`src/rtl/stby_pkg.sv`:
```
package stby_pkg;
    localparam int SLP_BIT = 6;
    localparam int FLT_BIT = 5;
    localparam int WCH_BIT = 3;

    typedef enum logic [1:0] {
        ST_RUN   = 2'd0,
        ST_SLEEP = 2'd1,
        ST_WATCH = 2'd2,
        ST_STAB  = 2'd3
    } stby_state_t;
endpackage

```
`src/rtl/stby_req_decode.sv`:
```
module stby_req_decode #(
    parameter int DATA_W = 8
) (
    input  logic              wr,
    input  logic [DATA_W-1:0] wdata,
    input  logic              irq_pend,
    input  logic              clk_sel_sub,
    output logic              go_sleep,
    output logic              go_watch,
    output logic              float_sel
);
    import stby_pkg::*;

    logic accept;

    always_comb begin
        accept    = wr && !irq_pend;
        go_sleep  = accept && wdata[SLP_BIT];
        go_watch  = accept && wdata[WCH_BIT] && !wdata[SLP_BIT] && !clk_sel_sub;
        float_sel = wdata[FLT_BIT];
    end
endmodule

```
`src/rtl/stby_stab_timer.sv`:
```
module stby_stab_timer #(
    parameter int BASE_LOG2 = 12,
    parameter int STEP_LOG2 = 2,
    parameter int SEL_W     = 2
) (
    input  logic             clk,
    input  logic             rst_n,
    input  logic             run,
    input  logic [SEL_W-1:0] sel,
    output logic             done
);
    localparam int CW = BASE_LOG2 + STEP_LOG2 * ((1 << SEL_W) - 1);

    logic [CW-1:0]    cnt;
    logic [SEL_W-1:0] sel_q;
    logic [CW:0]      span;
    logic [CW-1:0]    last;

    always_comb begin
        span = (CW+1)'(1) << (BASE_LOG2 + STEP_LOG2 * int'(sel_q));
        last = CW'(span - 1'b1);
        done = run && (cnt == last);
    end

    always_ff @(posedge clk or negedge rst_n) begin
        if (!rst_n) begin
            cnt   <= '0;
            sel_q <= '0;
        end else if (!run) begin
            cnt   <= '0;
            sel_q <= sel;
        end else if (!done) begin
            cnt <= cnt + 1'b1;
        end
    end

    assert_cnt_in_window_R9: assert property (@(posedge clk) disable iff (!rst_n)
        run && !done |=> cnt == $past(cnt) + 1'b1);
endmodule

```
`src/rtl/stby_ctrl.sv`:
```
module stby_ctrl #(
    parameter int DATA_W         = 8,
    parameter int LVL_W          = 4,
    parameter int WAKE_LVL       = 11,
    parameter int STAB_BASE_LOG2 = 12,
    parameter int STAB_STEP_LOG2 = 2,
    parameter int SEL_W          = 2
) (
    input  logic              clk,
    input  logic              por_n,
    input  logic              ext_rst,
    input  logic              reg_wr,
    input  logic [DATA_W-1:0] reg_wdata,
    input  logic              clk_sel_sub,
    input  logic              irq_pend,
    input  logic [LVL_W-1:0]  irq_level,
    input  logic              por_strap,
    input  logic [SEL_W-1:0]  wait_sel,
    output logic              cpu_clk_en,
    output logic              periph_clk_en,
    output logic              pin_hold,
    output logic              pin_hiz,
    output logic              cpu_rst,
    output logic              wake_pulse
);
    import stby_pkg::*;

    stby_state_t state, state_nx;
    logic go_sleep, go_watch, float_sel;
    logic stab_done;
    logic float_q, float_nx;
    logic wake_q, wake_nx;
    logic deep_wake;

    stby_req_decode #(.DATA_W(DATA_W)) dec_i (
        .wr         (reg_wr),
        .wdata      (reg_wdata),
        .irq_pend   (irq_pend),
        .clk_sel_sub(clk_sel_sub),
        .go_sleep   (go_sleep),
        .go_watch   (go_watch),
        .float_sel  (float_sel)
    );

    stby_stab_timer #(
        .BASE_LOG2(STAB_BASE_LOG2),
        .STEP_LOG2(STAB_STEP_LOG2),
        .SEL_W    (SEL_W)
    ) tmr_i (
        .clk  (clk),
        .rst_n(por_n),
        .run  (state == ST_STAB),
        .sel  (wait_sel),
        .done (stab_done)
    );

    assign deep_wake = irq_pend && (int'(irq_level) > WAKE_LVL);

    always_comb begin
        state_nx = state;
        float_nx = float_q;
        wake_nx  = 1'b0;
        unique case (state)
            ST_RUN: begin
                if (!ext_rst) begin
                    if (go_sleep) begin
                        state_nx = ST_SLEEP;
                    end else if (go_watch) begin
                        state_nx = ST_WATCH;
                        float_nx = float_sel;
                    end
                end
            end
            ST_SLEEP: begin
                if (ext_rst) begin
                    state_nx = ST_RUN;
                end else if (irq_pend) begin
                    state_nx = ST_RUN;
                    wake_nx  = 1'b1;
                end
            end
            ST_WATCH: begin
                if (ext_rst) begin
                    state_nx = por_strap ? ST_STAB : ST_RUN;
                end else if (deep_wake) begin
                    state_nx = ST_RUN;
                    wake_nx  = 1'b1;
                end
            end
            ST_STAB: begin
                if (stab_done) begin
                    state_nx = ST_RUN;
                end
            end
        endcase
    end

    always_ff @(posedge clk or negedge por_n) begin
        if (!por_n) begin
            state   <= ST_RUN;
            float_q <= 1'b0;
            wake_q  <= 1'b0;
        end else begin
            state   <= state_nx;
            float_q <= float_nx;
            wake_q  <= wake_nx;
        end
    end

    always_comb begin
        cpu_clk_en    = (state == ST_RUN);
        periph_clk_en = (state == ST_RUN) || (state == ST_SLEEP);
        pin_hold      = (state == ST_WATCH) && !float_q;
        pin_hiz       = (state == ST_WATCH) && float_q;
        cpu_rst       = ext_rst || (state == ST_STAB);
        wake_pulse    = wake_q;
    end

    assert_sleep_entry_R2: assert property (@(posedge clk) disable iff (!por_n)
        cpu_clk_en && !ext_rst && reg_wr && reg_wdata[SLP_BIT] && !irq_pend
        |=> !cpu_clk_en && periph_clk_en);

    assert_watch_sub_refused_R3: assert property (@(posedge clk) disable iff (!por_n)
        cpu_clk_en && !ext_rst && reg_wr && reg_wdata[WCH_BIT] && !reg_wdata[SLP_BIT] && clk_sel_sub
        |=> cpu_clk_en);

    assert_pending_refused_R4: assert property (@(posedge clk) disable iff (!por_n)
        cpu_clk_en && !ext_rst && reg_wr && irq_pend |=> cpu_clk_en);

    assert_float_from_write_R5: assert property (@(posedge clk) disable iff (!por_n)
        $rose(pin_hiz) |-> $past(reg_wr && reg_wdata[FLT_BIT]));

    assert_low_level_stays_R6: assert property (@(posedge clk) disable iff (!por_n)
        (pin_hold || pin_hiz) && !ext_rst && !(irq_pend && int'(irq_level) > WAKE_LVL)
        |=> !periph_clk_en);

    assert_wake_single_R8: assert property (@(posedge clk) disable iff (!por_n)
        wake_pulse |=> !wake_pulse);
endmodule

```
`config.mk`:
```
export PLATFORM = sky130hd
export DESIGN_NAME = stby_ctrl
export DESIGN_NICKNAME = d
export VERILOG_FILES = /design/src/rtl/stby_pkg.sv /design/src/rtl/stby_req_decode.sv /design/src/rtl/stby_stab_timer.sv /design/src/rtl/stby_ctrl.sv
export SDC_FILE = /design/constraint.sdc
export NUM_CORES = 1
export LEC_CHECK = 0
export BUFFER_PORTS_ARGS = -buffer_cell sky130_fd_sc_hd__buf_2
export CAP_MARGIN = 20
export CORE_MARGIN = 1.5
export CORE_UTILIZATION = 29
export CTS_CLUSTER_DIAMETER = 150
export DETAILED_ROUTE_END_ITERATION = 8
export PLACE_DENSITY = 0.52
export SYNTH_ARGS = -nofsm -noshare
export SYNTH_HDL_FRONTEND = slang
export SYNTH_SLANG_ARGS = --single-unit
```
`constraint.sdc`:
```
create_clock -name clk -period 2.65 [get_ports clk]
set_input_delay 0.3975 -clock clk [delete_from_list [all_inputs] [get_ports clk]]
set_output_delay 0.3975 -clock clk [all_outputs]
set_load 0.1 [all_outputs]
```
* After elaboration in Yosys (flattened, before gate mapping)
Index checks and enable logic that the tools add are counted.
** Cells by class
- Bitwise operators :: 2
- Equality and inequality tests :: 10
- Order comparisons :: 1
- Reduce and logical (&&, ||, !) cells :: 18
- Muxes and demuxes :: 17
- Shift operators :: 1
- Add/subtract/negate cells :: 3
** Operators by type and width (count)
- 18-bit 2-to-1 mux :: 2
- 1-bit by 32-bit << shifter with 18-bit output, first input constant :: 1
- 18-bit by 1-bit adder with 18-bit output, second input constant :: 1
- 18-bit == test :: 1
- 2-bit 2-to-1 mux :: 9
- 18-bit by 1-bit subtractor with 18-bit output, second input constant :: 1
- 1-bit logical AND :: 9
- 2-bit one-hot mux with 4 select lines :: 1
- 2-bit inequality test, second input constant :: 3
- 3-bit inequality test, second input constant :: 2
- 4-bit by 3-bit adder with 5-bit output, first input constant :: 1
- 5-bit AND reduction :: 1
- 2-bit == test, second input constant :: 2
- 4-bit greater-than comparator, second input constant :: 1
- 1-bit logical NOT :: 4
- 1-bit 2-to-1 mux :: 4
- 4-bit AND reduction :: 1
- 3-bit by 1-bit inequality test with 1-bit output, second input constant :: 1
- 2-bit by 1-bit == test with 1-bit output, second input constant :: 1
- 2-bit logical NOT :: 1
- 1-bit logical OR :: 2
- 1-bit inverter :: 2
- 1-bit one-hot mux with 2 select lines :: 1
** Word-level totals
- Output and inout port bits :: 6
- Bits of input ports :: 21
- Register bits :: 24
- Logic and storage cells :: 57

* Logic depth before layout (Yosys ltp)
Gate-level depths: netlist of run 1.
- Word-level depth :: 9
- Depth in mapped cells :: 7
- Depth with buffers taken out :: 6

* Cells and area by module
From an unflattened synthesis of run 1, not the netlist that was laid out.
** Second synthesis, totals
- Cells, all modules :: 166
- Area total of the unflattened synthesis :: 1585.3 µm²
** Modules (own cells, without submodules)
- stby_stab_timer :: area an instance 1229.9 µm², cells an instance 128, instances 1, sequential area each 500.5 µm²
- stby_ctrl :: area an instance 324.1 µm², cells an instance 34, instances 1, sequential area each 100.1 µm²
- stby_req_decode :: area an instance 31.3 µm², cells an instance 4, instances 1, sequential area each 0.0 µm²

* Worst setup path after synthesis of run 1
OpenSTA, ideal clock, no wires.
- Path type :: reg-to-output
- Start point :: register state[0]
- End point :: output pin_hold
- Stages on the path, launching flop included :: 4
- Data required time :: 2253 ps
- Path buffers :: 0
- Path slack :: 198 ps
- Data arrival time :: 2055 ps
- Path through :: dfrtp_1 inv_1 ha_1 nor2b_1
** On the way
- Longest elaborated chain between the ends :: 2
** Ends and longest elaborated chain
- start, declared :: RTL line stby_ctrl.sv:28 : stby_state_t state, state_nx;
- start signal, assigned :: RTL line stby_ctrl.sv:104 : state <= state_nx;
- 2-bit == test :: RTL line stby_ctrl.sv:113 : pin_hold = (state == ST_WATCH) && !float_q;
- 1-bit logical AND :: RTL line stby_ctrl.sv:113
- end, declared :: RTL line stby_ctrl.sv:21 : output logic pin_hold,
Every way passes these cells.

* Worst setup path after layout of run 1
- Start point :: register tmr_i.cnt[12]
- End point :: register tmr_i.cnt[14]
** On the way
- Longest elaborated chain between the ends :: 3
- Elaborated cells between the ends (all ways) :: 6
- Classes of those cells :: add/sub (1); eq/ne (2); mux (2); reduce/logical (1)
** Ends and longest elaborated chain
- start, declared :: RTL line stby_stab_timer.sv:14 : logic [CW-1:0] cnt;
- start signal, assigned :: RTL line stby_stab_timer.sv:33 : cnt <= cnt + 1'b1;
- 18-bit by 1-bit adder with 18-bit output / 18-bit == test (equally long branches) :: RTL line stby_stab_timer.sv:33, stby_stab_timer.sv:22
- 18-bit 2-to-1 mux / 1-bit logical AND (equally long branches) :: RTL line stby_stab_timer.sv:32, stby_stab_timer.sv:22
- 18-bit 2-to-1 mux / 2-bit inequality test (equally long branches)
Parallel ways exist; a longest one is shown, timed or not. The select of a mux whose other input is x is not followed.
A chain may end at the register's enable or synchronous reset.

==> run metrics, run 1 <==
initial antenna violation count=0; clock slew at reported path FFs=approximately 0.10 ns; worst-skew pair later-pin latency=about 0.27 ns; distinct cell type count after synthesis=44; clk_skew=between 0.009 and 0.01 ns; detailed-route DRC error count=0; largest stage delay on the critical path=~0.53 ns; share of layout cells above drive strength 1=0.207; CTS tree=built; final max-slew violation count=0; grt ovf=0; starting density of the core=0.307; R2R Path Start=tmr_i.cnt[12]$_DFFE_PN0P_; Non-Filler Cell Area, Final=1720 sq um; first-pass GRT wire length=5.42 mm; leakage=0.718 nW; PortBufs=19; crit share post-route=0.819; CP max-delay cell=or4_1; CP Launch Point=tmr_i.cnt[12]$_DFFE_PN0P_; Vias/cell=5.34; via count=1261; total core area=4850 sq um; CTS root buf=clkbuf_8; Yosys reg bits=24; Die X=74.7 microns; number of synthesized flops with an enable pin=0; nets=197; register area share after synthesis=0.403; Iteration-0 DRC Markers=98; Worst Setup Start Kind=flop; Layout area overhead=15.5%; Final setup viols=0; status=finished, final reports clean; ys flop type=dfrtp_1; Pre-Repair DR Iteration Count=4; drt total wl=3.23 mm; Mapped Area=1490 sq um; depth of the CTS H-tree=1; cts repair resizes=0; DR WL/cell=13.7 microns; total CTS buffers=3; DIE AREA=5570 sq um; fraction of registers with async set/reset=1.00; worst hold path class=in -> async; CP cell instances=and4_1, a211oi_2, o21bai_1, or4_1, a21boi_0; relative max-transition margin=0.507; f_max=about 0.46 GHz; # hold bufs at CTS=0; count of mapped cells out of synthesis=150; total negative slack=0 ns; Post-CTS Setup Inserts=0; Power Density=740 nW/um^2; CP arrival=2.37 ns; Post-DP Area=1650 sq um; die height=74.7 microns; fill cell count=504; DPL Wire Length=2.23 mm; Non-Filler Instances=236; DP Cell Count=between 200 and 250; ANT cells=0; Mapped Nets=177; io pins=27; CTS Buffer Depth=2; crit path time final=around 2.2 ns; Worst-Margin Slew=0.738 ns; GPL Wtd Cong=between 0.7 and 0.8; final hold violation count=0; crit end category=flop; total clock sinks=24; Post-DRT Antenna Nets=0; CP Data Required Time=2.85 ns; Peak VDD IR=0.877 mV; largest net degree at the start of global routing=25; synth warn=0; RSZ-0062 raised after global routing=false; Final Util=0.355; mean post-synth cell area=9.93 sq um; row cnt=25; GRT Util Overall=0.124; CP Class=reg -> reg; maxcap violations=0; crit path max fanout=12; vias in the first global route=~1200
==> power breakdown <==
group	internal, mW	switching, mW
Combinational	0.141	0.375
Sequential	0.393	0.0357
Clock	0.202	0.127
Total	0.736	0.537
==> stage by stage <==
stage	hold WS, ns	total power, mW	worst slack [ns]
after global routing	0.152	1.34	0.261
after detailed placement	0.433	0.956	0.490
after global placement	0.421	0.946	0.532
after floorplan	0.102	0.865	0.198
after CTS	0.135	1.29	0.464
final	0.102	1.27	0.480
==> logic make-up after synthesis <==
logic type	count (synthesis)	synth area share
multiplexers	8	0.0630
adder cells (fa/ha/maj)	6	0.0504
AO/OA/AOI/OAI	34	0.175
XOR/XNOR	2	0.0118
buffers and inverters	9	0.0302
flip-flops	24	0.403
AND/OR/NAND/NOR	67	0.266
==> path summary, 6_finish.rpt <==
kind | slack [ns] | depth (start not counted) | endpoint
max in group asynchronous | 2.17 | 1 | state[0]$_DFFE_PN0P_
min in group clk | 0.35 | 2 | tmr_i.sel_q[0]$_DFFE_PN0N_
max | 0.48 | 5 | tmr_i.cnt[14]$_DFFE_PN0P_
max reg2reg | 0.48 | 5 | tmr_i.cnt[14]$_DFFE_PN0P_
min reg2reg | 0.56 | 2 | tmr_i.cnt[9]$_DFFE_PN0P_
min | 0.10 | 1 | tmr_i.cnt[2]$_DFFE_PN0P_
==> flip-flops by register name (all words and copies together), names as in the netlist <==
signal,flops
float_q,1
tmr_i.sel_q,2
state,2
wake_pulse,1
tmr_i.cnt,18
==> cell type report <==
cell class / instances / area (sq um) / share of cell area
Inverter: 3 / 11.3 / 0.00655
Sequential cell: 24 / 601 / 0.349
Tap cell: 67 / 83.8 / 0.0487
Clock inverter: 1 / 30.0 / 0.0175
Timing Repair Buffer: 21 / 110 / 0.0640
Clock buffer: 3 / 41.3 / 0.0240
Multi-Input combinational cell: 117 / 843 / 0.490
==> Yosys cell counts, types with 2 or more instances <==
library cell / number / area (sq um)
a21boi_0: 9 / 67.6
and2_1: 4 / 25.0
and3_1: 5 / 31.3
and4_1: 3 / 26.3
clkbuf_1: 4 / 15.0
dfrtp_1: 24 / 601
ha_1: 6 / 75.1
inv_1: 3 / 11.3
mux2_2: 3 / 33.8
mux2_4: 2 / 30.0
mux2i_1: 3 / 30.0
nand2_1: 13 / 48.8
nand2b_1: 2 / 12.5
nand3_1: 5 / 25.0
nand4_1: 5 / 31.3
nor2_1: 2 / 7.51
nor2b_1: 4 / 25.0
nor3_1: 4 / 20.0
nor4_1: 2 / 12.5
o211ai_1: 2 / 15.0
o21ai_0: 6 / 30.0
o31ai_1: 6 / 45.0
or2_2: 2 / 12.5
or3_1: 6 / 37.5
or4_1: 5 / 37.5
xnor2_1: 2 / 17.5
==> cells in the final DEF (no fill, tap or decap), drive strengths merged, types with 2 or more instances in the layout <==
| master | synthesis | routed |
|---|---|---|
| a211oi | 2 | 2 |
| a21boi | 10 | 10 |
| and2 | 4 | 4 |
| and3 | 5 | 5 |
| and4 | 3 | 3 |
| buf | 2 | 21 |
| clkbuf | 4 | 3 |
| dfrtp | 24 | 24 |
| ha | 6 | 6 |
| inv | 3 | 3 |
| mux2 | 5 | 5 |
| mux2i | 3 | 3 |
| nand2 | 13 | 13 |
| nand2b | 2 | 2 |
| nand3 | 5 | 5 |
| nand4 | 5 | 5 |
| nor2 | 2 | 2 |
| nor2b | 4 | 4 |
| nor3 | 4 | 4 |
| nor4 | 2 | 2 |
| o211ai | 2 | 2 |
| o21ai | 6 | 6 |
| o31ai | 6 | 6 |
| or2 | 2 | 2 |
| or3 | 6 | 6 |
| or4 | 5 | 5 |
| xnor2 | 2 | 2 |
==> routing by layer <==
layer,GRT usage,routed length [microns]
met1,0.170,1620
met2,0.199,1480
met3,0.0254,99
met4,0.0343,34
met5,0,0
==> critical path: cells and delay by family, from the launching register on <==
kind / cells / cell delay, ns
AO/OA/AOI/OAI: 3 / 0.84
flip-flops: 1 / 0.48
AND/OR/NAND/NOR: 2 / 0.78
Power figures use the tool's default switching activity.
==> run 2, diff against run 1 <==
--- a/config.mk
+++ b/config.mk
@@ -5,6 +5,7 @@
 export SDC_FILE = /design/constraint.sdc
 export NUM_CORES = 1
 export LEC_CHECK = 0
+export ABC_AREA = 1
 export BUFFER_PORTS_ARGS = -buffer_cell sky130_fd_sc_hd__buf_2
 export CAP_MARGIN = 20
 export CORE_MARGIN = 1.5
==> constraint.sdc (replaced) <==
create_clock -name clk -period 2 [get_ports clk]
set_input_delay 0.3 -clock clk [delete_from_list [all_inputs] [get_ports clk]]
set_output_delay 0.3 -clock clk [all_outputs]
set_load 0.1 [all_outputs]
==> run 2 against run 1 <==
  * Design area increased by 9.7%
  * Power rose by 22%
  * Clock skew fell by 0.0018 ns
  * Critical path depth stayed put
  * Largest cell class unchanged
==> run metrics, run 2 <==
status=finished, final reports clean; Final setup viols=0; post-synthesis adder-cell area fraction=0.0466; main combinational cell family by area after synthesis=simple AND/OR/NAND/NOR gates; sequential fraction of design power=0.361; Comb pwr share=0.420; largest net degree at the start of global routing=25; CP Launch Point=state[0]$_DFFE_PN0P_; first-pass GRT wire length=6.84 mm; crit path max fanout=5; Mapped Nets=272; CTS tree=built; leakage=just under 1 nW; share of layout cells above drive strength 1=0.145; row cnt=26; crit end category=primary output; starting density of the core=0.308; CTS Buffer Depth=2; CTS root buf=clkbuf_8; depth of the CTS H-tree=1; clock slew at reported path FFs=0.09 ns; die height=approximately 78 microns; Vias/cell=around 4.6; ANT cells=0; fill cell count=571; largest cells by area after synthesis=dfrtp_1 37%, nand2_1 16%, nor2_1 9.3%; Yosys reg bits=24; distinct cell type count after synthesis=24; via count=1546; clk_skew=0.00805 ns; synth warn=0; GRT Util Overall=0.142; CP cell instances=inv_1, ha_1, nand2_1, inv_1, buf_2; clock share of power=0.219; mean post-synth cell area=between 6 and 7 sq um; Synth Area in XOR/XNOR=0; PortBufs=19; Iteration-0 DRC Markers=88; Internal Dissipation=0.848 mW; detailed-route DRC error count=0; CP dominant cell by count=inv_1; total negative slack=0 ns; Worst-Margin Slew=0.565 ns; register with the most flip-flops=tmr_i.cnt; crit path time final=1.87 ns; Die X=between 70 and 80 microns; Synth Area in Simple Gates=0.415; Final WS setup=0.130 ns; Pre-Repair DR Iteration Count=4; DR WL/cell=11.1 microns; number of synthesized flops with an enable pin=0; Switch Pwr=between 0.7 and 0.8 mW; top cell type's share of synthesized area=0.373; fraction of registers with async set/reset=1.00; R2R Path Start=tmr_i.cnt[0]$_DFFE_PN0P_; leading area contributor after synthesis=dfrtp_1; io pins=27; Worst Setup Start Kind=flop; crit share post-route=0.935; Largest register FFs=18; ys flop type=dfrtp_1; top flop regs=tmr_i.cnt (18), state (2), tmr_i.sel_q (2); initial antenna violation count=0; most common cell in the netlist=nand2_1; final hold violation count=0; DIE AREA=6010 sq um; grt ovf=0; count of mapped cells out of synthesis=245; CP Data Required Time=~1.7 ns; RSZ-0062 raised after global routing=false; vias in the first global route=1560; switching part of the total=0.454; most instantiated cells after synthesis=69 x nand2_1, 40 x nor2_1, 38 x inv_1, 27 x nand3_1, 24 x dfrtp_1; total clock sinks=24; CP arrival=1.57 ns; maxcap violations=0; total CTS buffers=3; Post-DRT Antenna Nets=0; worst slack, placed=about 0.37 ns; register area share after synthesis=0.373; worst hold path class=in -> async; worst-skew pair later-pin latency=0.27 ns; largest stage delay on the critical path=about 0.43 ns; Post-DP Area=about 1800 sq um; total core area=5240 sq um; mux cell area share after synthesis=0; f_max=approximately 0.53 GHz; DPL Wire Length=between 2 and 3 mm; drt total wl=3.78 mm; nets=297; Mapped Area=around 1600 sq um; Synth Area in Compound Gates=0.0613; relative max-transition margin=0.623; GPL Wtd Cong=0.841; CP max-delay cell=dfrtp_1; # hold bufs at CTS=0; most frequent cells in the layout=69 x nand2_1, 39 x nor2_1, 38 x inv_1, 27 x nand3_1, 24 x dfrtp_1; Non-Filler Cell Area, Final=around 1900 sq um; leading cell type in the layout, fill and taps excluded=nand2_1; Layout area overhead=17.1%; Power Density=824 nW/um^2; Peak VDD IR=around 0.62 mV; CP Class=reg -> out; final max-slew violation count=0
-- run 2: metrics by stage --
stage,std cells,util,hold WS [ns],power (mW)
final,339,0.360,0.00664,1.55
after global routing,339,0.360,0.0553,1.65
after global placement,335,0.349,0.333,1.22
after detailed placement,335,0.349,0.337,1.22
after floorplan,245,-,0.00441,1.09
after CTS,339,0.359,0.0363,1.57
-- run 2: repair_timing --
item                       CTS  global route
setup endpoints to repair    0             2
gates resized for setup      0             2
setup buffers                0             0
-- run 2: path summary, 6_finish.rpt --
check / depth (start not counted) / endpoint / slack [ns]
worst max-delay path: 5 / pin_hiz / 0.13
worst min-delay path: 1 / tmr_i.cnt[7]$_DFFE_PN0P_ / 0.007
worst max register to register: 11 / state[0]$_DFFE_PN0P_ / 0.39
worst min register to register: 2 / tmr_i.sel_q[0]$_DFFE_PN0N_ / 0.52
max in group asynchronous: 1 / float_q$_DFFE_PN0P_ / 1.61
min in group clk: 3 / tmr_i.sel_q[0]$_DFFE_PN0N_ / 0.22
-- run 2: layer usage --
metal | GRT usage | wire length [microns]
met3 | 0.0306 | 130
met5 | 0 | 0
met2 | 0.248 | 1770
met1 | 0.175 | 1830
met4 | 0.0418 | 49
-- run 2: logic make-up (layout without fill, tap and decap cells) --
group | Yosys count | in the layout
flip-flops | 24 | 24
AO/OA/AOI/OAI | 18 | 18
buffers and inverters | 42 | 66
adder cells (fa/ha/maj) | 6 | 6
AND/OR/NAND/NOR | 155 | 155
-- run 2: final cells by class --
cell class              instances  area [sq um]  share of cell area
clock buffers                   4          55.1              0.0292
inverters                      38           143              0.0756
multi-input cells             179           848               0.450
flip-flops and latches         24           601               0.318
well taps                      70          87.6              0.0464
repair buffers                 24           153              0.0809
-- run 2: critical path, delay by kind of cell (launching register included) --
kind | cells | cell delay, ns
buffers and inverters | 3 | 0.56
adders and majority gates | 1 | 0.25
and+or+nand+nor | 1 | 0.07
DFF | 1 | 0.43
-- run 2: power by group through the flow --
stage	sequential [mW]	combinational (mW)	clock, mW
2_1_floorplan	0.573	0.521	0
3_3_place_gp	0.572	0.647	0
3_5_place_dp	0.572	0.648	0
4_1_cts	0.563	0.650	0.355
5_1_grt	0.570	0.711	0.370
6_report	0.562	0.652	0.340
==> run 3, diff against run 2 <==
--- a/config.mk
+++ b/config.mk
@@ -12,7 +12,6 @@
 export CORE_UTILIZATION = 29
 export CTS_CLUSTER_DIAMETER = 150
 export DETAILED_ROUTE_END_ITERATION = 8
-export PLACE_DENSITY = 0.52
 export SYNTH_ARGS = -nofsm -noshare
 export SYNTH_HDL_FRONTEND = slang
 export SYNTH_SLANG_ARGS = --single-unit
==> run 3 against run 2 <==
  * Final cell count shrank 0.29%
  * Sequential share of layout area shrank 0.19 points
  * Critical endpoint is now pin_hold
  * Via count shrank 2.2%
  * Setup slack gained 0.023 ns
  * Maximum frequency grew 1.2%
  * Core utilization grew 0.21 points
  * Die area is the same
  * Largest cell class unchanged
  * First-iteration DRC count shrank 33%
  * Wire length shrank 4.8%
  * Combinational power grew 0.8%
  * Global-route usage shrank 1.2 points
==> run metrics, run 3 (synthesis results as in run 2) <==
status=finished, final reports clean; tightest hold margin=around 0.0036 ns; largest net degree at the start of global routing=25; final hold violation count=0; Post-DRT Antenna Nets=0; CP Data Required Time=1.70 ns; Worst-Margin Slew=approximately 0.56 ns; CP arrival=1.55 ns; worst slack, placed=0.363 ns; CTS root buf=clkbuf_8; fill cell count=588; Non-Filler Cell Area, Final=1900 sq um; Overall Power=1.66 mW; leading cell type in the layout, fill and taps excluded=nand2_1; DPL Wire Length=2.76 mm; leakage=just under 1 nW; Largest register FFs=18; worst-skew pair later-pin latency=0.28 ns; final max-slew violation count=0; total core area=5240 sq um; initial antenna violation count=0; most frequent cells in the layout=69 x nand2_1, 39 x nor2_1, 38 x inv_1, 27 x nand3_1, 24 x dfrtp_1; io pins=27; Layout area overhead=17.8%; total clock sinks=24; register with the most flip-flops=tmr_i.cnt; Power Density=872 nW/um^2; row cnt=26; maxcap violations=0; top flop regs=tmr_i.cnt (18), state (2), tmr_i.sel_q (2); R2R Path Start=tmr_i.cnt[0]$_DFFE_PN0P_; f_max=approximately 0.54 GHz; GRT Util Overall=0.130; DR WL/cell=10.6 microns; drt total wl=3.60 mm; worst hold path class=in -> async; die height=77.5 microns; CP cell instances=inv_1, ha_1, inv_1, nor2_2, clkbuf_4; nets=296; ANT cells=0; clk_skew=0.00923 ns; Die X=77.5 microns; Iteration-0 DRC Markers=59; share of layout cells above drive strength 1=0.142; CP Launch Point=state[0]$_DFFE_PN0P_; Post-DP Area=about 1800 sq um; Post-CTS Setup Inserts=0; PortBufs=19; Worst Path Buf+Inv=3; total CTS buffers=3; # hold bufs at CTS=0; crit path max fanout=5; starting density of the core=0.308; CTS tree=built; Vias/cell=4.47; CP max-delay cell=dfrtp_1; GPL Wtd Cong=0.881; RSZ-0062 raised after global routing=false; clock slew at reported path FFs=0.09 ns; Peak VDD IR=around 0.7 mV; crit end category=primary output; cts repair resizes=0; DIE AREA=6010 sq um; first-pass GRT wire length=6.33 mm; largest stage delay on the critical path=0.43 ns; grt ovf=0; Final WS setup=about 0.15 ns; Worst Setup Start Kind=flop; detailed-route DRC error count=0; relative max-transition margin=0.624; crit share post-route=0.924; CP Class=reg -> out; via count=1512; Top Family by Delay on Critical Path=buffers and inverters; Final setup viols=0; CP dominant cell by count=inv_1; vias in the first global route=1480; depth of the CTS H-tree=1; crit path time final=1.85 ns; CTS Buffer Depth=2; total negative slack=0 ns; Pre-Repair DR Iteration Count=4
==> run 3: area by class of cell <==
class	count	area (sq um)	share of cell area
Clock buffer	3	41.3	0.0218
Clock inverter	1	30.0	0.0158
Inverter	38	143	0.0751
Multi-Input combinational cell	179	848	0.447
Sequential cell	24	601	0.316
Tap cell	70	87.6	0.0461
Timing Repair Buffer	23	148	0.0778
==> run 3: worst paths after layout <==
kind	slack (ns)	cells past startpoint	to
max in group asynchronous	1.62	1	tmr_i.sel_q[0]$_DFFE_PN0N_
setup / recovery	0.15	5	pin_hold
hold / removal	0.004	1	tmr_i.cnt[6]$_DFFE_PN0P_
min in group clk	0.23	3	tmr_i.sel_q[0]$_DFFE_PN0N_
setup reg to reg	0.40	11	state[0]$_DFFE_PN0P_
hold reg to reg	0.53	2	tmr_i.sel_q[0]$_DFFE_PN0N_
==> run 3: metrics by stage <==
step,utilization,cells
2_1_floorplan,-,245
4_1_cts,0.361,338
3_5_place_dp,0.347,334
6_report,0.362,338
5_1_grt,0.362,338
3_3_place_gp,0.347,334
==> run 3: routing by layer <==
metal | GRT usage | routed length (microns) | vias to the layer above
li1 | - | - | 810
met3 | 0.0271 | 169 | 4
met4 | 0.0218 | 22 | 0
met5 | 0 | 0 | -
met2 | 0.228 | 1660 | 34
met1 | 0.166 | 1740 | 664
==> run 3: power breakdown <==
part	total [mW]	switching (mW)	internal, mW
combinational	0.657	0.503	0.155
clock	0.436	0.168	0.268
sequential	0.562	0.0416	0.520
